==> config.mk <==
export PLATFORM = sky130hd
export DESIGN_NAME = spi_regport
export DESIGN_NICKNAME = d
export VERILOG_FILES = /design/src/rtl/spi_regport.sv
export SDC_FILE = /design/constraint.sdc
export NUM_CORES = 1
export LEC_CHECK = 0
export CAP_MARGIN = 20
export CORE_MARGIN = 1.5
export CORE_UTILIZATION = 60
export DETAILED_ROUTE_END_ITERATION = 8
export DONT_BUFFER_PORTS = 1
export GPL_TIMING_DRIVEN = 0
export PLACE_DENSITY_LB_ADDON = 0.25
export SLEW_MARGIN = 10
export SYNTH_ARGS = -nofsm -noshare
export SYNTH_HDL_FRONTEND = slang
export SYNTH_SLANG_ARGS = --single-unit
==> constraint.sdc <==
create_clock -name clk -period 2.9 [get_ports clk]
set_input_delay 0.58 -clock clk [delete_from_list [all_inputs] [get_ports clk]]
set_output_delay 0.58 -clock clk [all_outputs]
set_load 0.02 [all_outputs]
==> src/rtl/spi_regport.sv <==
module spi_regport #(
  parameter int AW          = 6,
  parameter int DW          = 8,
  parameter int SYNC_STAGES = 2
) (
  input  logic          clk,
  input  logic          rst_n,
  input  logic          spi_sck,
  input  logic          spi_cs_n,
  input  logic          spi_sdi,
  input  logic          three_wire_en,
  output logic          spi_sdo,
  output logic          spi_sdo_oe,
  output logic          spi_sdio_o,
  output logic          spi_sdio_oe,
  output logic [AW-1:0] reg_addr,
  output logic [DW-1:0] reg_wdata,
  output logic          reg_we,
  input  logic [DW-1:0] reg_rdata,
  output logic          reg_re
);
  localparam int BCW = $clog2(DW);

  logic [SYNC_STAGES-1:0] sck_sr, csn_sr, sdi_sr;
  logic                   sck_d;

  always_ff @(posedge clk or negedge rst_n) begin
    if (!rst_n) begin
      sck_sr <= '1;
      csn_sr <= '1;
      sdi_sr <= '0;
      sck_d  <= 1'b1;
    end else begin
      sck_sr <= {sck_sr[SYNC_STAGES-2:0], spi_sck};
      csn_sr <= {csn_sr[SYNC_STAGES-2:0], spi_cs_n};
      sdi_sr <= {sdi_sr[SYNC_STAGES-2:0], spi_sdi};
      sck_d  <= sck_sr[SYNC_STAGES-1];
    end
  end

  wire sck_s     = sck_sr[SYNC_STAGES-1];
  wire cs_idle   = csn_sr[SYNC_STAGES-1];
  wire sdi_s     = sdi_sr[SYNC_STAGES-1];
  wire sck_rise  = sck_s & ~sck_d;
  wire sck_fall  = ~sck_s & sck_d;

  logic [BCW-1:0] bitcnt;
  logic [DW-2:0]  shreg;
  logic           in_data, rw_q, ms_q;
  logic [AW-1:0]  addr_q;
  logic [DW-1:0]  wdata_q, txreg;
  logic           we_q, re_q, dout_q, drive_q;

  wire [DW-1:0] byte_in   = {shreg, sdi_s};
  wire          byte_done = sck_rise & ~cs_idle & (bitcnt == BCW'(DW-1));

  always_ff @(posedge clk or negedge rst_n) begin
    if (!rst_n) begin
      bitcnt  <= '0;
      shreg   <= '0;
      in_data <= 1'b0;
      rw_q    <= 1'b0;
      ms_q    <= 1'b0;
      addr_q  <= '0;
      wdata_q <= '0;
      txreg   <= '0;
      we_q    <= 1'b0;
      re_q    <= 1'b0;
      dout_q  <= 1'b0;
      drive_q <= 1'b0;
    end else begin
      we_q <= 1'b0;
      re_q <= 1'b0;
      if (we_q && ms_q) addr_q <= addr_q + AW'(1);
      if (re_q) txreg <= reg_rdata;
      if (cs_idle) begin
        bitcnt  <= '0;
        in_data <= 1'b0;
        drive_q <= 1'b0;
      end else begin
        if (sck_rise) begin
          shreg  <= byte_in[DW-2:0];
          bitcnt <= bitcnt + BCW'(1);
        end
        if (byte_done) begin
          if (!in_data) begin
            in_data <= 1'b1;
            rw_q    <= byte_in[DW-1];
            ms_q    <= byte_in[DW-2];
            addr_q  <= byte_in[AW-1:0];
            re_q    <= byte_in[DW-1];
          end else if (rw_q) begin
            addr_q <= addr_q + AW'(ms_q);
            re_q   <= 1'b1;
          end else begin
            we_q    <= 1'b1;
            wdata_q <= byte_in;
          end
        end
        if (sck_fall && in_data && rw_q) begin
          drive_q <= 1'b1;
          dout_q  <= txreg[DW-1];
          txreg   <= {txreg[DW-2:0], 1'b0};
        end
      end
    end
  end

  assign reg_addr    = addr_q;
  assign reg_wdata   = wdata_q;
  assign reg_we      = we_q;
  assign reg_re      = re_q;
  assign spi_sdo     = dout_q;
  assign spi_sdio_o  = dout_q;
  assign spi_sdo_oe  = drive_q & ~three_wire_en;
  assign spi_sdio_oe = drive_q & three_wire_en;

  assert_idle_release_R1: assert property (@(posedge clk) disable iff (!rst_n)
    cs_idle |=> !(spi_sdo_oe || spi_sdio_oe));
  assert_we_pulse_R3: assert property (@(posedge clk) disable iff (!rst_n)
    reg_we |=> !reg_we);
  assert_we_addr_hold_R4: assert property (@(posedge clk) disable iff (!rst_n)
    reg_we |-> $stable(reg_addr));
  assert_strobe_excl_R5: assert property (@(posedge clk) disable iff (!rst_n)
    !(reg_we && reg_re));
  assert_re_pulse_R6: assert property (@(posedge clk) disable iff (!rst_n)
    reg_re |=> !reg_re);
  assert_cmd_quiet_R7: assert property (@(posedge clk) disable iff (!rst_n)
    !in_data |-> !drive_q);
  assert_pin_select_R8: assert property (@(posedge clk) disable iff (!rst_n)
    !(spi_sdo_oe && spi_sdio_oe));
endmodule

==> flow_metrics.tcl, run 1 <==
set metrics [dict create \
    synth_fp_nets 189 \
    drc_errors 0 \
    dpl_cell_area_um2 2180 \
    slew_violations 0 \
    hold_class "in2async" \
    ys_ff_latch 46 \
    cts_setup_buffers 0 \
    drtPass1Iterations 4 \
    grt_pass1_wl_mm 6.327 \
    io_pins 34 \
    die_h_um 62.47 \
    cts.sinks 46 \
    routed_via_density 5.751 \
    syn_area_um2 2122 \
    dieArea_um2 3903 \
    reg2reg_to "reg_wdata[0]" \
    cts_tree "done" \
    drive_gt1_frac 0.2458 \
    worst_pin_slew_ns 0.5320 \
    stdcell_count 225 \
    start_kind "flip-flop" \
    crit_arrival_ns 2.11 \
    relSlewSlack 0.6454 \
    clk_path_buf_depth 2 \
    synth_ff_type "dfrtp_1" \
    setup_violations 0 \
    p_per_area_nw_per_um2 496.8 \
    switchingPower_uw 268.9 \
    avgRoutedWirePerCell_um 15.26 \
    gp_congestion 0.9181 \
    yosysWarningCount 0 \
    p_int_uw 853.7 \
    grt_pass1_vias 1391 \
    root_buffer "clkbuf_4" \
    vias 1294 \
    clk_latency_ns 0.34 \
    synth_cell_types 38 \
    synth_cells 170 \
    synth-edff-count 0 \
    io_buffers 0 \
    antenna_found_initial 0 \
    grt_usage 0.2037 \
    combPwrFrac 0.068 \
    end_kind "flip-flop" \
    finalCriticalPeriod_ns 1.876 \
    ant_nets 0 \
    cts_buffers 5 \
    finalWirelength_mm 3.433 \
    power_leakage_uw 0.001013 \
    path_clk_slew_ns 0.12 \
    dp_hpwl_mm 2.391 \
    ir_drop_mv 0.3686 \
    p_seq_frac 0.661 \
    maxCapViolCount 0 \
    start_util 0.6310 \
    synth_area_per_cell_um2 12.48 \
    critPathKind "reg2reg" \
    place_inst 216 \
    post_cts_resized 0 \
    grt_max_degree 42 \
    row_count 21 \
    async_flop_share 1.000 \
    tns_ns 0 \
    grt_overflow 0 \
    drt_iter0_drc 56 \
    stdcell_area_um2 2260 \
    dieWidth_um 62.47 \
    n_antenna_cell 0 \
    synth-seq-area-share 0.5454 \
    status "finished clean" \
    ff2ff_setup_slack_ns 1.02 \
    fmax_mhz 533.0 \
    hold_viol_final 0 \
    syn2layout_area_growth_pct 6.486 \
    pwr-share-clk 0.271 \
    cts-htree-levels 2 \
    period_share 0.6469 \
    rsz0062_at_grt "false" \
    finClkSkew_ns 0.005532 \
    r2r_start "sck_sr[1]" \
    nFillCells 267 \
    core-area_um2 3363 \
    switching_share 0.2395 \
    r2r_cells 5 \
    finalNetCount 197 \
    path_max_fanout 9 \
    required_ns 3.14 \
]
## critical path: stages (launching register included)
cell and delay, ns:
dfstp_2 0.60, nor3b_4 0.42, and2_4 0.23, buf_8 0.12
nand2_8 0.09, mux2_4 0.31
## stage by stage
stage	utilization	setup slack (ns)	hold WS, ns	total power [uW]
2_1_floorplan	-	1.190	0.2844	790.9
3_3_place_gp	0.6481	1.066	0.2854	813.5
3_5_place_dp	0.6481	1.033	0.2857	815.8
4_1_cts	0.6719	1.008	0.04271	1136
5_1_grt	0.6719	0.9288	0.02068	1187
6_report	0.6719	1.024	0.05970	1123
## logic make-up (layout without fill, tap and decap cells)
logic type,after synthesis,in the layout,synth area share
AOI/OAI and AO/OA,26,26,0.07371
buffers and inverters,13,22,0.03301
xor gates and xnor gates,9,9,0.03715
DFF,46,46,0.5454
muxes,29,29,0.1622
and+or+nand+nor,42,42,0.1191
adders and majority gates,5,5,0.02948
## worst max-delay path by stage
stage / start / endpoint / slack, ns / depth (start not counted)
2_1_floorplan: sck_sr[1] / reg_wdata[0] / 1.19 / 5
4_1_cts: sck_sr[1] / reg_wdata[7] / 1.01 / 5
5_1_grt: rw_q / txreg[3] / 0.93 / 6
3_5_place_dp: sck_sr[1] / reg_wdata[3] / 1.03 / 5
6_report: sck_sr[1] / reg_wdata[0] / 1.02 / 5
3_3_place_gp: sck_sr[1] / reg_wdata[0] / 1.07 / 5
## cell type report
cell class / count / area (um^2) / area share
clock buffers: 7 / 55.05 / 0.02436
plain buffers: 9 / 55.05 / 0.02436
clock inverters: 1 / 5.005 / 0.002215
inverters: 4 / 15.01 / 0.006645
well taps: 46 / 57.56 / 0.02547
flip-flops and latches: 46 / 1157 / 0.5122
multi-input cells: 111 / 894.6 / 0.3959
repair buffers: 1 / 20.02 / 0.008859
## synth_stat cells (all sizes together), types with 5 or more instances
| cell type | count | share of area |
|---|---|---|
| clkbuf | 5 | 0.0094 |
| dfrtp | 41 | 0.48 |
| dfstp | 5 | 0.062 |
| ha | 5 | 0.029 |
| mux2 | 19 | 0.11 |
| mux2i | 10 | 0.047 |
| nand2 | 14 | 0.032 |
| nor2 | 10 | 0.018 |
| o21ai | 9 | 0.021 |
| o22ai | 7 | 0.021 |
| xnor2 | 7 | 0.029 |
## timing repair
action	CTS	global route
setup endpoints to repair	0	0
hold endpoints to repair	41	0
hold buffers	1	0
## registers in the layout (all words and copies together) (netlist names), 2 cells and up
name       count
bitcnt         3
csn_sr         2
reg_addr       6
reg_wdata      8
sck_sr         2
sdi_sr         2
shreg          7
txreg          8
## power groups by stage
stage	combinational, uW	sequential [uW]	clock (uW)
6_report	76.9	742	304
5_1_grt	86.9	750	351
4_1_cts	79.0	741	316
3_5_place_dp	63.7	752	0
3_3_place_gp	61.9	752	0
2_1_floorplan	57.8	733	0
## cell usage in the layout, fill, tap and decap left out, types with 2 or more instances in the layout
cell type / netlist / final
dfrtp_1: 41 / 41
nand2_1: 13 / 13
mux2_2: 11 / 11
nor2_1: 10 / 10
mux2i_1: 10 / 10
o21ai_0: 9 / 9
mux2_4: 8 / 8
xnor2_1: 7 / 7
o22ai_1: 7 / 7
clkbuf_1: 4 / 5
ha_1: 5 / 5
clkbuf_4: 0 / 5
dfstp_2: 5 / 5
nand3_1: 4 / 4
inv_1: 4 / 4
a21oi_1: 4 / 4
nand2b_1: 4 / 4
buf_4: 2 / 2
xor2_1: 2 / 2
## metal layers
| metal | vias to the layer above | global-route usage | routed length (um) |
|---|---|---|---|
| li1 | 606 | - | - |
| met1 | 648 | 0.2709 | 1601 |
| met2 | 38 | 0.3159 | 1635 |
| met3 | 2 | 0.05586 | 187 |
| met4 | 0 | 0.08889 | 9 |
| met5 | - | 0 | 0 |
(Power assumes the default switching activity.)
==> run 2: changes to the inputs <==
--- a/config.mk
+++ b/config.mk
@@ -7,7 +7,7 @@
 export LEC_CHECK = 0
 export CAP_MARGIN = 20
 export CORE_MARGIN = 1.5
-export CORE_UTILIZATION = 60
+export CORE_UTILIZATION = 56
 export DETAILED_ROUTE_END_ITERATION = 8
 export DONT_BUFFER_PORTS = 1
 export GPL_TIMING_DRIVEN = 0
==> constraint.sdc (replaced) <==
create_clock -name clk -period 1.55 [get_ports clk]
set_input_delay 0.31 -clock clk [delete_from_list [all_inputs] [get_ports clk]]
set_output_delay 0.31 -clock clk [all_outputs]
set_load 0.02 [all_outputs]
==> run 2 against run 1 <==
Setup slack got worse by 1.0 ns; clock skew hardly changed; first-iteration DRC count shrank 3.6%; global-route usage is 0.27 points higher; flip-flop and latch count is the same; total power rose by 100%; via count is 3.8% higher; core utilization up 2.3 points; critical path type unchanged; largest cell class unchanged.
==> flow_metrics.tcl, run 2 (synthesis gave the netlist of run 1 again) <==
set metrics [dict create \
    maxCapViolCount 0 \
    root_buffer "clkbuf_8" \
    worst_pin_slew_ns 0.5491 \
    clk_latency_ns 0.29 \
    required_ns 1.74 \
    stdcell_area_um2 2545 \
    clk_path_buf_depth 2 \
    finalNetCount 214 \
    final_core_util 0.6951 \
    ir_drop_mv 0.7140 \
    avgRoutedWirePerCell_um 16.43 \
    met3_length_um 221 \
    dr_wl_met2_mm 1.873 \
    start_util 0.5796 \
    drtPass1Iterations 4 \
    path_clk_slew_ns 0.08 \
    vias 1343 \
    hold_class "in2reg" \
    cts.sinks 46 \
    dp_slack_ns -0.3376 \
    relSlewSlack 0.6339 \
    core-area_um2 3661 \
    cts-htree-levels 2 \
    tns_ns 0 \
    grt_pass1_vias 1380 \
    slew_violations 0 \
    row_count 22 \
    n_antenna_cell 0 \
    power.total_uw 2284 \
    ant_nets 0 \
    max_stage_delay_ns 0.52 \
    layout_common_cells "dfrtp_1, buf_4, nand2_1" \
    cts_buffers 5 \
    fmax_mhz 646.1 \
    grt_usage 0.2064 \
    final_common_cell "dfrtp_1" \
    antenna_found_initial 0 \
    routed.top_layer "met4" \
    dpl_cell_area_um2 2182 \
    cts_tree "done" \
    gp_congestion 0.9080 \
    finClkSkew_ns 0.005562 \
    finalCriticalPeriod_ns 1.548 \
    finalWirelength_mm 4.008 \
    worstPathCellList "buf_4 -> nor3b_4 -> and2_4 -> buf_12 -> nand2_8 -> mux2_4" \
    io_buffers 0 \
    drc_errors 0 \
    drive_gt1_frac 0.3724 \
    io_pins 34 \
    wl_met1_mm 1.850 \
    rsz0062_at_grt "true" \
    period_share 0.9985 \
    hold_viol_final 0 \
    grt_pass1_wl_mm 6.492 \
    path_max_fanout 7 \
    setup_violations 0 \
    dieWidth_um 64.56 \
    final.setup.worst_slack_ns 0.002258 \
    dieArea_um2 4167 \
    slowest_stage "dfstp_2" \
    end_kind "flip-flop" \
    cp_num_buf_inv 2 \
    grt_max_degree 47 \
    routed_via_density 5.504 \
    drt_iter0_drc 54 \
    dp_hpwl_mm 2.551 \
    syn2layout_area_growth_pct 19.93 \
    power_leakage_uw 0.001102 \
    grt_overflow 0 \
    start_kind "flip-flop" \
    die_h_um 64.56 \
    status "finished clean" \
    path_delay_family "flip-flops" \
    critPathKind "reg2reg" \
    crit_arrival_ns 1.73 \
    p_per_area_nw_per_um2 897.4 \
]
run 2: repair_timing:
action                                  4_1_cts  5_1_grt
endpoints found under the setup margin       27       23
pin swaps                                     1        4
buffers inserted                              7        8
hold buffers                                  4        0
hold endpoints to repair                     48        0
cloned                                        1        0
resized for setup                            13       15
run 2: path summary, 6_finish.rpt:
| kind | from | end | slack (ns) | cells after the start |
|---|---|---|---|---|
| max in group asynchronous | rst_n | sck_d | 0.81 | 2 |
| worst max-delay path | csn_sr[1] | reg_wdata[5] | 0.002 | 6 |
| worst min-delay path | spi_sdi | sdi_sr[0] | 0.04 | 0 |
| min in group asynchronous | rst_n | shreg[4] | 0.47 | 2 |
| worst min register to register | sdi_sr[0] | sdi_sr[1] | 0.35 | 0 |
| worst max register to register | csn_sr[1] | reg_wdata[5] | 0.002 | 6 |
run 2: area by class of cell:
| class | instances | area, um^2 |
|---|---|---|
| flip-flops and latches | 46 | 1161 |
| fillers | 252 | 1116 |
| multi-input cells | 112 | 996.0 |
| repair buffers | 19 | 162.7 |
| clock buffers | 6 | 72.57 |
| plain buffers | 7 | 62.56 |
| well taps | 48 | 60.06 |
| clock inverters | 2 | 15.01 |
| inverters | 4 | 15.01 |
run 2: per-layer routing:
layer	up-vias	track usage
li1	637	-
met3	9	0.05903
met4	0	0.07181
met1	661	0.2755
met5	-	0
met2	36	0.3255
run 2: metrics by stage:
step	hold WS [ns]	instances
2_1_floorplan	0.01441	170
3_3_place_gp	0.01538	218
3_5_place_dp	0.01501	218
4_1_cts	0.02306	236
5_1_grt	0.01456	244
6_report	0.03502	244
run 2: where the power goes:
group | switching, uW | internal (uW) | leakage (uW) | total, uW
combinational | 77.8 | 105 | 0.000497 | 183
clock | 387 | 317 | 0.0000374 | 704
sequential | 106 | 1290 | 0.000567 | 1400
